<file path="config.mk">
export PLATFORM = sky130hd
export DESIGN_NAME = mcc_control_fsm
export DESIGN_NICKNAME = d
export VERILOG_FILES = /design/src/rtl/mcc_pkg.sv /design/src/rtl/mcc_op_decode.sv /design/src/rtl/mcc_next_state.sv /design/src/rtl/mcc_ctrl_encode.sv /design/src/rtl/mcc_control_fsm.sv
export SDC_FILE = /design/constraint.sdc
export NUM_CORES = 1
export LEC_CHECK = 0
export ABC_AREA = 1
export ABC_CLOCK_PERIOD_IN_PS = 1600
export BUFFER_PORTS_ARGS = -buffer_cell sky130_fd_sc_hd__buf_2
export CORE_MARGIN = 2
export CORE_UTILIZATION = 48
export CTS_CLUSTER_SIZE = 24
export DETAILED_ROUTE_END_ITERATION = 7
export PLACE_DENSITY = 0.83
export SYNTH_ARGS = -nofsm -noshare
export SYNTH_HDL_FRONTEND = slang
export SYNTH_SLANG_ARGS = --single-unit
</file>
<file path="constraint.sdc">
create_clock -name clk -period 1.6 [get_ports clk]
set_clock_uncertainty 0.15 [all_clocks]
set_input_delay 0.08 -clock clk [delete_from_list [all_inputs] [get_ports clk]]
set_output_delay 0.08 -clock clk [all_outputs]
set_load 0.05 [all_outputs]
</file>
<file path="src/rtl/mcc_pkg.sv">
package mcc_pkg;

  localparam int ST_W  = 4;
  localparam int OPC_W = 6;

  typedef enum logic [ST_W-1:0] {
    ST_FETCH  = 4'd0,
    ST_DECODE = 4'd1,
    ST_ADDR   = 4'd2,
    ST_LDRD   = 4'd3,
    ST_LDWB   = 4'd4,
    ST_STWR   = 4'd5,
    ST_REXE   = 4'd6,
    ST_RWB    = 4'd7,
    ST_BRCH   = 4'd8,
    ST_JUMP   = 4'd9
  } state_e;

  typedef enum logic [2:0] {
    CLS_LOAD  = 3'd0,
    CLS_STORE = 3'd1,
    CLS_REG   = 3'd2,
    CLS_BR    = 3'd3,
    CLS_JMP   = 3'd4,
    CLS_BAD   = 3'd5
  } op_class_e;

  typedef struct packed {
    logic       pc_wr;
    logic       pc_wr_cond;
    logic       addr_sel;
    logic       mem_rd;
    logic       mem_wr;
    logic       wb_from_mem;
    logic       ir_load;
    logic [1:0] pc_src;
    logic [1:0] alu_mode;
    logic       alu_a_sel;
    logic [1:0] alu_b_sel;
    logic       rf_wr;
    logic       rf_dst_sel;
  } ctrl_t;

  localparam ctrl_t CTRL_IDLE = '0;

endpackage

</file>
<file path="src/rtl/mcc_op_decode.sv">
module mcc_op_decode
  import mcc_pkg::*;
#(
  parameter int             OW       = 6,
  parameter logic [OW-1:0]  OP_LOAD  = 6'b100011,
  parameter logic [OW-1:0]  OP_STORE = 6'b101011,
  parameter logic [OW-1:0]  OP_REG   = 6'b000000,
  parameter logic [OW-1:0]  OP_BR    = 6'b000100,
  parameter logic [OW-1:0]  OP_JMP   = 6'b000010
) (
  input  logic [OW-1:0] opcode,
  output op_class_e     cls
);

  always_comb begin
    if (opcode == OP_LOAD)       cls = CLS_LOAD;
    else if (opcode == OP_STORE) cls = CLS_STORE;
    else if (opcode == OP_REG)   cls = CLS_REG;
    else if (opcode == OP_BR)    cls = CLS_BR;
    else if (opcode == OP_JMP)   cls = CLS_JMP;
    else                         cls = CLS_BAD;
  end

endmodule

</file>
<file path="src/rtl/mcc_next_state.sv">
module mcc_next_state
  import mcc_pkg::*;
(
  input  state_e    cur,
  input  op_class_e cls,
  output state_e    nxt,
  output logic      bad_op
);

  always_comb begin
    nxt    = ST_FETCH;
    bad_op = 1'b0;
    unique case (cur)
      ST_FETCH:  nxt = ST_DECODE;
      ST_DECODE: begin
        unique case (cls)
          CLS_LOAD, CLS_STORE: nxt = ST_ADDR;
          CLS_REG:             nxt = ST_REXE;
          CLS_BR:              nxt = ST_BRCH;
          CLS_JMP:             nxt = ST_JUMP;
          default: begin
            nxt    = ST_FETCH;
            bad_op = 1'b1;
          end
        endcase
      end
      ST_ADDR:   nxt = (cls == CLS_LOAD) ? ST_LDRD : ST_STWR;
      ST_LDRD:   nxt = ST_LDWB;
      ST_REXE:   nxt = ST_RWB;
      ST_LDWB, ST_STWR, ST_RWB, ST_BRCH, ST_JUMP: nxt = ST_FETCH;
      default:   nxt = ST_FETCH;
    endcase
  end

endmodule

</file>
<file path="src/rtl/mcc_ctrl_encode.sv">
module mcc_ctrl_encode
  import mcc_pkg::*;
(
  input  state_e st,
  output ctrl_t  ctrl
);

  always_comb begin
    ctrl = CTRL_IDLE;
    unique case (st)
      ST_FETCH: begin
        ctrl.mem_rd    = 1'b1;
        ctrl.ir_load   = 1'b1;
        ctrl.pc_wr     = 1'b1;
        ctrl.alu_b_sel = 2'b01;
      end
      ST_DECODE: ctrl.alu_b_sel = 2'b11;
      ST_ADDR: begin
        ctrl.alu_a_sel = 1'b1;
        ctrl.alu_b_sel = 2'b10;
      end
      ST_LDRD: begin
        ctrl.mem_rd   = 1'b1;
        ctrl.addr_sel = 1'b1;
      end
      ST_LDWB: begin
        ctrl.rf_wr       = 1'b1;
        ctrl.wb_from_mem = 1'b1;
      end
      ST_STWR: begin
        ctrl.mem_wr   = 1'b1;
        ctrl.addr_sel = 1'b1;
      end
      ST_REXE: begin
        ctrl.alu_a_sel = 1'b1;
        ctrl.alu_mode  = 2'b10;
      end
      ST_RWB: begin
        ctrl.rf_wr      = 1'b1;
        ctrl.rf_dst_sel = 1'b1;
      end
      ST_BRCH: begin
        ctrl.alu_a_sel  = 1'b1;
        ctrl.alu_mode   = 2'b01;
        ctrl.pc_wr_cond = 1'b1;
        ctrl.pc_src     = 2'b01;
      end
      ST_JUMP: begin
        ctrl.pc_wr  = 1'b1;
        ctrl.pc_src = 2'b10;
      end
      default: ctrl = CTRL_IDLE;
    endcase
  end

endmodule

</file>
<file path="src/rtl/mcc_control_fsm.sv">
module mcc_control_fsm
  import mcc_pkg::*;
#(
  parameter int                OW       = OPC_W,
  parameter logic [OW-1:0]     OP_LOAD  = 6'b100011,
  parameter logic [OW-1:0]     OP_STORE = 6'b101011,
  parameter logic [OW-1:0]     OP_REG   = 6'b000000,
  parameter logic [OW-1:0]     OP_BR    = 6'b000100,
  parameter logic [OW-1:0]     OP_JMP   = 6'b000010
) (
  input  logic             clk,
  input  logic             rst,
  input  logic [OW-1:0]    opcode,
  output logic             pc_wr,
  output logic             pc_wr_cond,
  output logic             addr_sel,
  output logic             mem_rd,
  output logic             mem_wr,
  output logic             wb_from_mem,
  output logic             ir_load,
  output logic [1:0]       pc_src,
  output logic [1:0]       alu_mode,
  output logic             alu_a_sel,
  output logic [1:0]       alu_b_sel,
  output logic             rf_wr,
  output logic             rf_dst_sel,
  output logic [ST_W-1:0]  state_idx,
  output logic             illegal_op
);

  op_class_e cls;
  state_e    state_q, state_d, load_st;
  logic      bad_op;
  ctrl_t     ctrl_d, ctrl_q;
  logic      illegal_q;

  mcc_op_decode #(
    .OW(OW), .OP_LOAD(OP_LOAD), .OP_STORE(OP_STORE),
    .OP_REG(OP_REG), .OP_BR(OP_BR), .OP_JMP(OP_JMP)
  ) u_dec (
    .opcode (opcode),
    .cls    (cls)
  );

  mcc_next_state u_nxt (
    .cur    (state_q),
    .cls    (cls),
    .nxt    (state_d),
    .bad_op (bad_op)
  );

  // Encode the state about to be entered so the control register
  // lines up with the state register in the same cycle.
  assign load_st = rst ? ST_FETCH : state_d;

  mcc_ctrl_encode u_enc (
    .st   (load_st),
    .ctrl (ctrl_d)
  );

  always_ff @(posedge clk) begin
    state_q   <= load_st;
    ctrl_q    <= ctrl_d;
    illegal_q <= rst ? 1'b0 : bad_op;
  end

  assign pc_wr       = ctrl_q.pc_wr;
  assign pc_wr_cond  = ctrl_q.pc_wr_cond;
  assign addr_sel    = ctrl_q.addr_sel;
  assign mem_rd      = ctrl_q.mem_rd;
  assign mem_wr      = ctrl_q.mem_wr;
  assign wb_from_mem = ctrl_q.wb_from_mem;
  assign ir_load     = ctrl_q.ir_load;
  assign pc_src      = ctrl_q.pc_src;
  assign alu_mode    = ctrl_q.alu_mode;
  assign alu_a_sel   = ctrl_q.alu_a_sel;
  assign alu_b_sel   = ctrl_q.alu_b_sel;
  assign rf_wr       = ctrl_q.rf_wr;
  assign rf_dst_sel  = ctrl_q.rf_dst_sel;
  assign state_idx   = state_q;
  assign illegal_op  = illegal_q;

endmodule

</file>
* Word level (Yosys, flattened, before mapping)
Cells that the tools add are included.
** Storage, ports and cells
- Register bits after elaboration :: 21
- Input bits :: 8
** Cells by class
- Equal/unequal tests :: 21
- Mux-type cells :: 23
- Bitwise gates (word level) :: 1
- Reductions and logical operators :: 12
** Operators with widths (number)
- 4-bit by 3-bit == test with 1-bit output (second input constant) :: 5
- 4-bit case mux with 5 select lines :: 1
- 4-bit by 2-bit == test with 1-bit output (second input constant) :: 4
- 4-bit case mux with 4 select lines :: 1
- 3-bit two-way mux :: 5
- 6-bit == test (second input constant) :: 2
- 1-bit two-way mux :: 12
- 2-bit OR reduction :: 6
- 4-bit by 1-bit == test with 1-bit output (second input constant) :: 2
- 4-bit == test (second input constant) :: 2
- 4-bit logical NOT :: 2
- 2-bit case mux with 2 select lines :: 2
- 3-bit by 2-bit == test with 1-bit output (second input constant) :: 2
- 6-bit by 2-bit == test with 1-bit output (second input constant) :: 1
- 6-bit by 3-bit == test with 1-bit output (second input constant) :: 1
- 6-bit logical NOT :: 1
- 2-bit case mux with 3 select lines :: 1
- 5-bit OR reduction :: 1
- 4-bit two-way mux :: 1
- 3-bit by 1-bit == test with 1-bit output (second input constant) :: 1
- 3-bit == test (second input constant) :: 1
- 3-bit logical NOT :: 1
- 3-bit OR reduction :: 1
- 1-bit NOT :: 1

* Depth between registers and ports, before layout
Gate-level depths: netlist of run 1.
- Depth in word-level cells :: 14
- Gate-level depth with buffers :: 10
- Gate-level depth less buffers :: 10

* Modules after synthesis
Synthesis of run 1 repeated with hierarchy kept, for this count alone.
** Second synthesis, totals
- Cell total of the unflattened synthesis :: 129
- Area total of the unflattened synthesis :: 879.6 um2
** Modules (own cells, without submodules)
- mcc_control_fsm :: instances 1, cells an instance 31, area an instance 457.9 um2, seq. area each 420.4 um2
- mcc_next_state :: instances 1, cells an instance 39, area an instance 172.7 um2, seq. area each 0.0 um2
- mcc_ctrl_encode :: instances 1, cells an instance 40, area an instance 171.4 um2, seq. area each 0.0 um2
- mcc_op_decode :: instances 1, cells an instance 19, area an instance 77.6 um2, seq. area each 0.0 um2

* Worst setup path after synthesis of run 1
No wires, ideal clock.
- Path kind :: register -> register
- Start point :: reg state_q[1], in the netlist state_idx[1]
- End point :: reg ctrl_q (netlist bit addr_sel)
- Library setup time :: 0.058 ns
- Data arrival time :: 1.534 ns
- Slack :: -0.142 ns
- Cell stages (with the launch flop) :: 9
- Path through :: dfxtp_1 -> nand2_1 -> nor2_2 -> o21ai_2 -> nor2_8 -> inv_4 -> nor2_8 -> nand2_2 -> nand2_1
** RTL lines
- start, declared :: RTL line mcc_control_fsm.sv:32 : state_e state_q, state_d, load_st;
- start signal, assigned :: RTL line mcc_control_fsm.sv:62 : state_q <= load_st;
- end signal, assigned :: RTL line mcc_control_fsm.sv:63 : ctrl_q <= ctrl_d;
- end, declared :: RTL line mcc_control_fsm.sv:34 : ctrl_t ctrl_d, ctrl_q;

==> impl_metrics.py, run 1 <==
metrics = {
    "grt": {
        "track_usage": 0.1691,
        "grt_pass1_vias": 661,
        "use_met3": 0.04528,
        "grtUsageMet1": 0.2069,
        "grt_max_degree": 12,
        "use_met2": 0.2838,
        "antenna_found_initial": 0,
        "grt_overflow": 0,
        "grt_pass1_wl_um": 2656,
        "grt-busiest-layer": "met2",
    },
    "yosys": {
        "ys_seq_elements": 19,
        "syn-mean-instance-area_um2": 7.990,
        "synth-seq-area-share": 0.4176,
        "synthesis.area_um2": 910.9,
        "synthesis.nets": 122,
        "syn_inst": 114,
        "yosysUniqueCellTypes": 21,
        "synth_warnings": 0,
    },
    "clock_tree": {
        "clk_pin_slew_ns": 0.11,
        "cts_sinks": 19,
        "cts_buffers": 3,
        "cts_max_level": 1,
        "hold_buffers": 1,
        "clock-root-buffer": "clkbuf_4",
        "clk_latency_ns": 0.29,
        "cts_setup_buffers": 0,
        "clockBufferDepth": 2,
        "cts_tree": "done",
        "cts_resized": 0,
    },
    "cells_and_area": {
        "final_nets": 154,
        "syn2layout_area_growth_pct": 21.84,
        "drive_gt1_frac": 0.4828,
        "final_cell_area_mm2": 0.001110,
        "layout_commonest_cell": "buf_2",
        "final_util": 0.6291,
        "stdcell_count": 170,
        "antenna_cells": 0,
        "final_cell_mix": "28 x buf_2, 22 x nand2_1, 15 x dfxtp_1, 14 x inv_1, 11 x nor2_1",
    },
    "critical_path": {
        "critPathLaunchType": "register",
        "critPathRequiredTime_ns": 1.69,
        "critical_path_buf_inv_count": 1,
        "slowest_delay_ns": 0.36,
        "cpMaxStageDelayCell": "dfxtp_2",
        "cp.depth": 9,
        "reg2reg_depth": 9,
        "crit_family": "simple AND/OR/NAND/NOR gates",
        "arrival_ns": 1.61,
        "crit_fanout": 5,
        "critPathCaptureType": "register",
        "crit_path_cell_trace": "nor2_2 > nand2_2 > nor2_4 > nor2_4 > nor2_8 > inv_4 > nor2_8 > nand2_2 > nand2_1",
        "critPathKind": "reg2reg",
    },
    "timing": {
        "layout_min_cycle_time_ns": 1.513,
        "timing.slew.headroom": 0.8397,
        "rsz0062_at_grt": "no",
        "drv_slew": 0,
        "finalHoldViolCount": 0,
        "tns_ns": 0,
        "setup_viol": 0,
        "fmax_mhz": 660.8,
        "worst_hold_slack_ns": 0.08027,
        "period_share": 0.9458,
        "tightest_slew_ns": 0.2383,
        "fin_ws_ns": 0.08672,
    },
    "place": {
        "place_ws_ns": 0.1093,
        "hpwl_um": 1410,
        "globalplace.congestion": 0.8099,
        "dpl_cell_area_mm2": 0.001072,
        "io_buffers": 28,
        "dp.cells": 165,
    },
    "route": {
        "drc": 0,
        "vias": 770,
        "drtIter0Drc": 8,
        "vias_per_cell": 4.529,
        "ant_nets": 0,
        "wl_um": 1679,
        "first_pass_iters": 4,
        "wl_per_cell_um": 9.876,
    },
    "worst_hold_path": {
        "min_path_cells": 5,
        "hold_class": "in2reg",
    },
    "pwr": {
        "finalPower_mw": 0.8962,
        "ir_drop_uv": 552.9,
        "leakagePower_nw": 0.6157,
        "powerDensity_mw_per_mm2": 807.5,
    },
    "die": {
        "coreArea_mm2": 0.001764,
        "dieArea_mm2": 0.002262,
        "ios": 29,
        "initial_core_util": 0.5163,
        "die_w_um": 47.56,
        "num_rows": 15,
        "die_h_um": 47.56,
    },
    "job": {
        "drv_cap": 0,
    },
    "outcome": {
        "status": "finished clean",
    },
}
## logic make-up (layout without fill, tap and decap cells)
group	Yosys count	in the layout	synth area share
AOI/OAI and AO/OA	4	4	0.03022
and+or+nand+nor	65	65	0.4327
DFF	19	19	0.4176
buffers and inverters	26	57	0.1195
## synth_stat cells (all sizes together)
library cell	count	area (um^2)
a21oi	2	10.01
buf	2	15.01
clkinv	2	8.750
dfxtp	19	380.4
inv	22	85.09
nand2	28	125.1
nand3	11	82.58
nor2	24	175.2
nor3	1	5.000
nor4	1	6.260
o21ai	2	17.52
## final cells by class
cell class              instances  area [um^2]
fillers                       170        654.4
multi-input cells              69        421.7
flip-flops and latches         19        385.4
repair buffers                 29        150.1
inverters                      24        93.84
well taps                      25        31.28
clock buffers                   3        22.52
clock inverters                 1        5.005
## worst paths after layout
kind | start | to | slack [ns]
max | state_idx[3] | addr_sel | 0.09
min | opcode[2] | illegal_op | 0.08
max reg2reg | state_idx[3] | addr_sel | 0.09
min reg2reg | state_idx[1] | illegal_op | 0.52
## sequential cells by signal (all words and copies together), names as in the netlist
register and flops:
state_idx 4, alu_b_sel 2, addr_sel 1, alu_a_sel 1
alu_mode 1, illegal_op 1, ir_load 1, mem_rd 1
mem_wr 1, pc_src 1, pc_wr 1, pc_wr_cond 1
rf_dst_sel 1, rf_wr 1, wb_from_mem 1
## power breakdown
| group | switching, mW | total, mW | internal (mW) | leakage [nW] |
|---|---|---|---|---|
| sequential | 0.00578 | 0.494 | 0.488 | 0.157 |
| clock | 0.151 | 0.244 | 0.0930 | 0.0177 |
| combinational | 0.116 | 0.159 | 0.0423 | 0.441 |
## routing by layer
layer | share of wire | vias up
met2 | 0.50 | 22
met5 | 0 | -
met1 | 0.44 | 345
met3 | 0.054 | 2
met4 | 0.0071 | 0
li1 | - | 401
## worst min-delay path, stage by stage
cell and delay (ns):
buf_2 0.12, inv_1 0.07, nand3_1 0.07, nand2_1 0.08, nor4_1 0.06
(Power assumes the default switching activity.)
==> inputs of run 2 (changes only) <==
CAP_MARGIN = 5   (was unset)
CORE_UTILIZATION = 35   (was 48)
PLACE_DENSITY = 0.65   (was 0.83)
==> run 2 against run 1 <==
  * Clock power down 2%
  * Worst hold slack got worse by 0.027 ns
  * Global-route usage decreased by 5.3 points
  * Largest cell class unchanged
  * Combinational power is essentially flat
  * First-iteration DRC count up 100%
  * Sequential power barely moved
  * Power shrank 0.33%
  * Maximum frequency rose by 4.4%
==> impl_metrics.py, run 2 (same netlist as run 1, synthesis figures left out) <==
metrics = {
    "outcome": {
        "status": "finished clean",
    },
    "grt": {
        "grt_pass1_vias": 639,
        "antenna_found_initial": 0,
        "grt_max_degree": 12,
        "grt_overflow": 0,
        "grt_pass1_wl_um": 2442,
        "track_usage": 0.1159,
    },
    "clock_tree": {
        "cts_max_level": 1,
        "cts_setup_buffers": 0,
        "clk_latency_ns": 0.29,
        "cts_buffers": 3,
        "clk_pin_slew_ns": 0.11,
        "cts_sinks": 19,
        "clock-root-buffer": "clkbuf_4",
        "cts_tree": "done",
        "clockBufferDepth": 2,
    },
    "cells_and_area": {
        "regArea_um2": 385.4,
        "syn2layout_area_growth_pct": 23.35,
        "layout_commonest_cell": "buf_2",
        "drive_gt1_frac": 0.4828,
        "final_nets": 154,
        "fill_cells": 260,
        "stdcell_count": 175,
        "final_util": 0.4535,
        "multiInputGateArea_um2": 429.2,
        "antenna_cells": 0,
        "largest_register_ffs": 4,
        "final_cell_area_mm2": 0.001124,
        "final_cell_mix": "28 x buf_2, 22 x nand2_1, 15 x dfxtp_1, 14 x inv_1, 11 x nor2_1",
    },
    "timing": {
        "fmax_mhz": 690.0,
        "drv_slew": 0,
        "tns_ns": 0,
        "finalHoldViolCount": 0,
        "rsz0062_at_grt": "no",
        "period_share": 0.9058,
        "fin_ws_ns": 0.1508,
        "tightest_slew_ns": 0.2560,
        "setup_viol": 0,
        "layout_min_cycle_time_ns": 1.449,
        "timing.slew.headroom": 0.8292,
    },
    "route": {
        "ant_nets": 0,
        "drtIter0Drc": 16,
        "vias": 750,
        "wl_per_cell_um": 9.217,
        "first_pass_iters": 4,
        "drc": 0,
        "wl_um": 1613,
        "vias_per_cell": 4.286,
    },
    "place": {
        "globalplace.congestion": 0.7950,
        "dpl_cell_area_mm2": 0.001079,
        "dp.cells": 170,
        "hpwl_um": 1346,
        "place_ws_ns": 0.1280,
        "io_buffers": 28,
    },
    "critical_path": {
        "critPathLaunchType": "primary input",
        "arrival_ns": 1.54,
        "crit_fanout": 4,
        "critPathKind": "in2reg",
        "critPathRequiredTime_ns": 1.69,
        "critPathCaptureType": "register",
    },
    "pwr": {
        "leakagePower_nw": 0.6167,
        "ir_drop_uv": 393.9,
        "powerDensity_mw_per_mm2": 794.9,
    },
    "die": {
        "dieArea_mm2": 0.003027,
        "die_w_um": 55.02,
        "coreArea_mm2": 0.002477,
        "ios": 29,
        "initial_core_util": 0.3677,
        "die_h_um": 55.02,
        "num_rows": 18,
    },
    "job": {
        "drv_cap": 0,
    },
    "worst_hold_path": {
        "hold_class": "in2reg",
    },
}
==> run 2: area by class of cell <==
| cell class | instances | area share |
|---|---|---|
| Clock buffer | 3 | 0.02004 |
| Inverter | 24 | 0.08352 |
| Tap cell | 30 | 0.03341 |
| Timing Repair Buffer | 29 | 0.1336 |
| Multi-Input combinational cell | 69 | 0.3820 |
| Sequential cell | 19 | 0.3430 |
| Clock inverter | 1 | 0.004454 |
==> run 2: path summary, 6_finish.rpt <==
kind | startpoint | to | slack (ns) | cells past startpoint
max | rst | mem_rd | 0.15 | 9
min | opcode[2] | illegal_op | 0.05 | 5
min reg2reg | state_idx[3] | illegal_op | 0.49 | 3
max reg2reg | state_idx[3] | mem_rd | 0.15 | 9
==> run 2: per-layer routing <==
| metal | track usage | vias up | routed length [um] |
|---|---|---|---|
| met5 | 0 | - | 0 |
| met4 | 0.07317 | 0 | 21 |
| met3 | 0.01613 | 2 | 105 |
| met2 | 0.2004 | 25 | 776 |
| met1 | 0.1332 | 321 | 710 |
| li1 | - | 402 | - |
==> run 2: where the power goes <==
group	total [mW]	switching (mW)	internal [mW]
sequential	0.494	0.00583	0.488
combinational	0.160	0.117	0.0426
clock	0.240	0.147	0.0932
total	0.893	0.270	0.624
==> run 2: what timing repair did <==
item	CTS	global route
resized for setup	0	1
hold buffers	1	0
hold endpoints to repair	2	0
endpoints found under the setup margin	0	1
==> run 2: worst max-delay path, cell delays in order <==
cell and delay (ns):
dlygate4sd3_1 0.52, buf_2 0.13, inv_1 0.20, o21ai_2 0.14, nor2_8 0.17, nand2_2 0.09, clkinv_1 0.05, nand2_1 0.05
nand2_1 0.09
==> run 2: through the flow <==
stage,power (mW),hold slack (ns)
after global placement,0.6594,0.1354
after floorplan,0.6235,0.007024
after detailed placement,0.6623,0.1259
after global routing,0.9326,0.09354
final,0.8932,0.05315
after CTS,0.9100,0.04528
==> inputs of run 3 (changes only) <==
ABC_AREA = 0   (was 1)
ABC_CLOCK_PERIOD_IN_PS = 1300   (was 1600)
CORE_UTILIZATION = 40   (was 35)
PLACE_DENSITY = 0.76   (was 0.65)
clock period = 1.3 ns   (was 1.6 ns; I/O delays follow)
==> run 3 against run 2 <==
  * The run now ends with negative setup slack left
  * Worst hold slack improved by 0.033 ns
  * Non-clock buffer count up 32
  * Power rose by 32%
  * Wire length is 71% higher
  * Cell count is 2.9% lower
  * Clock-buffer cell count did not move
  * Clock power rose by 21%
  * Sequential power increased by 22%
  * Combinational power is 78% higher
  * Global-route usage is 11 points higher
  * Register-to-register slack got worse by 0.68 ns
  * Critical path type is now reg2reg
  * Largest power group unchanged
==> impl_metrics.py, run 3 <==
metrics = {
    "outcome": {
        "status": "finished with violations",
        "violations": "negative setup slack",
    },
    "worst_hold_path": {
        "hold_path_end": "illegal_op",
        "hold_class": "in2reg",
        "hp-start": "opcode[1]",
        "min_path_cells": 4,
    },
    "timing": {
        "fmax_mhz": 548.0,
        "layout_min_cycle_time_ns": 1.825,
        "drv_slew": 0,
        "setup_viol": 18,
        "tightest_slew_ns": 0.3642,
        "fin_ws_ns": -0.5247,
        "timing.slew.headroom": 0.7547,
        "tns_ns": -6.977,
        "period_share": 1.404,
        "worst_hold_slack_ns": 0.08615,
        "finalHoldViolCount": 0,
        "rsz0062_at_grt": "yes",
    },
    "place": {
        "dp.cells": 157,
        "place_ws_ns": -0.5517,
        "io_buffers": 28,
        "globalplace.congestion": 0.8067,
        "dpl_cell_area_mm2": 0.001156,
        "hpwl_um": 1564,
    },
    "cells_and_area": {
        "final_util": 0.7487,
        "antenna_cells": 0,
        "final_nets": 152,
        "fill_cells": 117,
        "drive_gt1_frac": 0.7063,
        "layout_commonest_cell": "buf_4",
        "stdcell_count": 170,
        "final_cell_mix": "28 x buf_4, 24 x buf_2, 15 x dfxtp_1, 6 x nor2_1, 6 x buf_6",
        "final_cell_area_mm2": 0.001424,
        "largest_register_ffs": 4,
        "syn2layout_area_growth_pct": 80.64,
    },
    "die": {
        "dieArea_mm2": 0.002342,
        "coreArea_mm2": 0.001902,
        "ios": 29,
        "num_rows": 16,
        "initial_core_util": 0.4145,
        "die_w_um": 48.39,
        "die_h_um": 48.39,
    },
    "yosys": {
        "synth_edf_count": 0,
        "yosysUniqueCellTypes": 33,
        "synthesis.nets": 89,
        "synth-seq-area-share": 0.4825,
        "synth_compound_area_frac": 0.1921,
        "ys.flop_type": "dfxtp_1",
        "synthSimpleGateAreaFrac": 0.2587,
        "synthTopCellsByCount": "19 x dfxtp_1, 8 x nor2_1, 6 x nand2_1",
        "synth_top_area_cell": "dfxtp_1",
        "synth_top_family_by_area": "simple AND/OR/NAND/NOR gates",
        "syn_inst": 81,
        "synthXorXnorAreaFrac": 0.02222,
        "syn-mean-instance-area_um2": 9.732,
        "ys_seq_elements": 19,
        "synth.area.top_cells": "dfxtp_1 48%, a211oi_2 4.8%, nor2_1 3.8%",
        "yosysTopAreaCellShare": 0.4825,
        "synth_warnings": 0,
        "yosysMostFrequentCell": "dfxtp_1",
        "async_flop_share": 0,
        "synthAdderAreaFrac": 0,
        "synthesis.area_um2": 788.3,
        "synth_mux_area_frac": 0,
    },
    "critical_path": {
        "regToRegStartpoint": "state_idx[0]",
        "critPathLaunchType": "register",
        "critPathRequiredTime_ns": 1.39,
        "slowest_delay_ns": 0.36,
        "critPathCaptureType": "register",
        "crit_fanout": 4,
        "reg2reg_depth": 5,
        "cpMaxStageDelayCell": "dfxtp_4",
        "worstSetupStartpoint": "state_idx[0]",
        "r2r_end": "addr_sel",
        "crit_path_cell_trace": "or2_4 > o311a_4 > o31a_4 > or2_1 > a21oi_2",
        "critPathKind": "reg2reg",
        "arrival_ns": 1.91,
        "reg2reg_slack_ns": -0.52,
    },
    "route": {
        "vias": 897,
        "drtIter0Drc": 13,
        "wl_met2_um": 1423,
        "wl_met3_um": 136,
        "vias_per_cell": 5.276,
        "drc": 0,
        "ant_nets": 0,
        "wl_um": 2753,
        "first_pass_iters": 4,
        "wl_met1_um": 1128,
        "maxUsedRoutingLayer": "met4",
        "wl_per_cell_um": 16.19,
    },
    "grt": {
        "track_usage": 0.2284,
        "grt_pass1_vias": 881,
        "grt_max_degree": 12,
        "grt_pass1_wl_um": 4181,
        "grt_overflow": 0,
        "antenna_found_initial": 0,
    },
    "clock_tree": {
        "cts_tree": "done",
        "clk_pin_slew_ns": 0.10,
        "clockBufferDepth": 2,
        "clock-root-buffer": "clkbuf_4",
        "cts_buffers": 3,
        "cts_sinks": 19,
        "clk_latency_ns": 0.29,
        "cts_max_level": 1,
    },
    "job": {
        "drv_cap": 0,
    },
    "pwr": {
        "powerDensity_mw_per_mm2": 827.3,
        "leakagePower_nw": 0.6528,
        "finalPower_mw": 1.178,
        "ir_drop_uv": 740.3,
    },
}
run 3: changes by cell type after synthesis, moves of 3 or more:
| cell | before | now |
|---|---|---|
| nor2_4 | 5 | 0 |
| inv_2 | 7 | 0 |
| nand2b_1 | 0 | 4 |
| o21ai_0 | 0 | 4 |
| a211oi_2 | 0 | 3 |
| nand2_2 | 5 | 0 |
| inv_1 | 14 | 4 |
| nor2_1 | 11 | 8 |
| nand3_1 | 7 | 1 |
| nor2_2 | 6 | 0 |
| nand2_1 | 22 | 6 |
| nand3_2 | 3 | 0 |
run 3: cells by family (layout without fill, tap and decap cells):
family | Yosys count | in the layout
flip-flops | 19 | 19
buffers and inverters | 7 | 69
AO/OA/AOI/OAI | 20 | 20
XOR/XNOR | 2 | 2
AND/OR/NAND/NOR | 33 | 33
run 3: timing repair:
item                                    in CTS  in global routing
pin swaps                                   10                  4
hold buffers                                 1                  0
endpoints found under the setup margin      18                 20
setup buffers                                6                  3
gates resized for setup                     27                 14
cloned                                       0                  0
hold endpoints to repair                     3                  0
run 3: per-layer routing:
| layer | up-vias | global-route usage |
|---|---|---|
| met2 | 38 | 0.4167 |
| met4 | 0 | 0.07619 |
| met1 | 442 | 0.2584 |
| met3 | 6 | 0.05864 |
| met5 | - | 0 |
| li1 | 411 | - |
run 3: power by group:
part | total (mW) | switching (mW) | internal [mW] | leakage (nW)
clock network | 0.290 | 0.176 | 0.115 | 0.0177
registers | 0.603 | 0.00530 | 0.598 | 0.157
logic | 0.285 | 0.171 | 0.113 | 0.478
total | 1.18 | 0.352 | 0.826 | 0.653
run 3: worst max path at each step:
stage,to,cells past startpoint,slack [ns]
finish,addr_sel,5,-0.52
global route,alu_b_sel[0],6,-0.57
CTS,addr_sel,5,-0.49
detailed placement,addr_sel,6,-0.55
global placement,addr_sel,5,-0.51
floorplan,addr_sel,6,-0.62
run 3: layout make-up:
cell class,count,area (um^2),share of cell area
sequential,19,390.4,0.2742
clock buffer,3,22.52,0.01582
timing repair buffer,61,430.4,0.3023
multi-input combinational,55,524.3,0.3682
inverter,4,17.52,0.01230
clock inverter,1,5.005,0.003515
tap,27,33.78,0.02373
run 3: worst max-delay path: cells and delay by family (launching register included):
kind | cells | cell delay, ns
AND/OR/NAND/NOR | 2 | 0.48
AO/OA/AOI/OAI | 3 | 0.77
flip-flops | 1 | 0.36
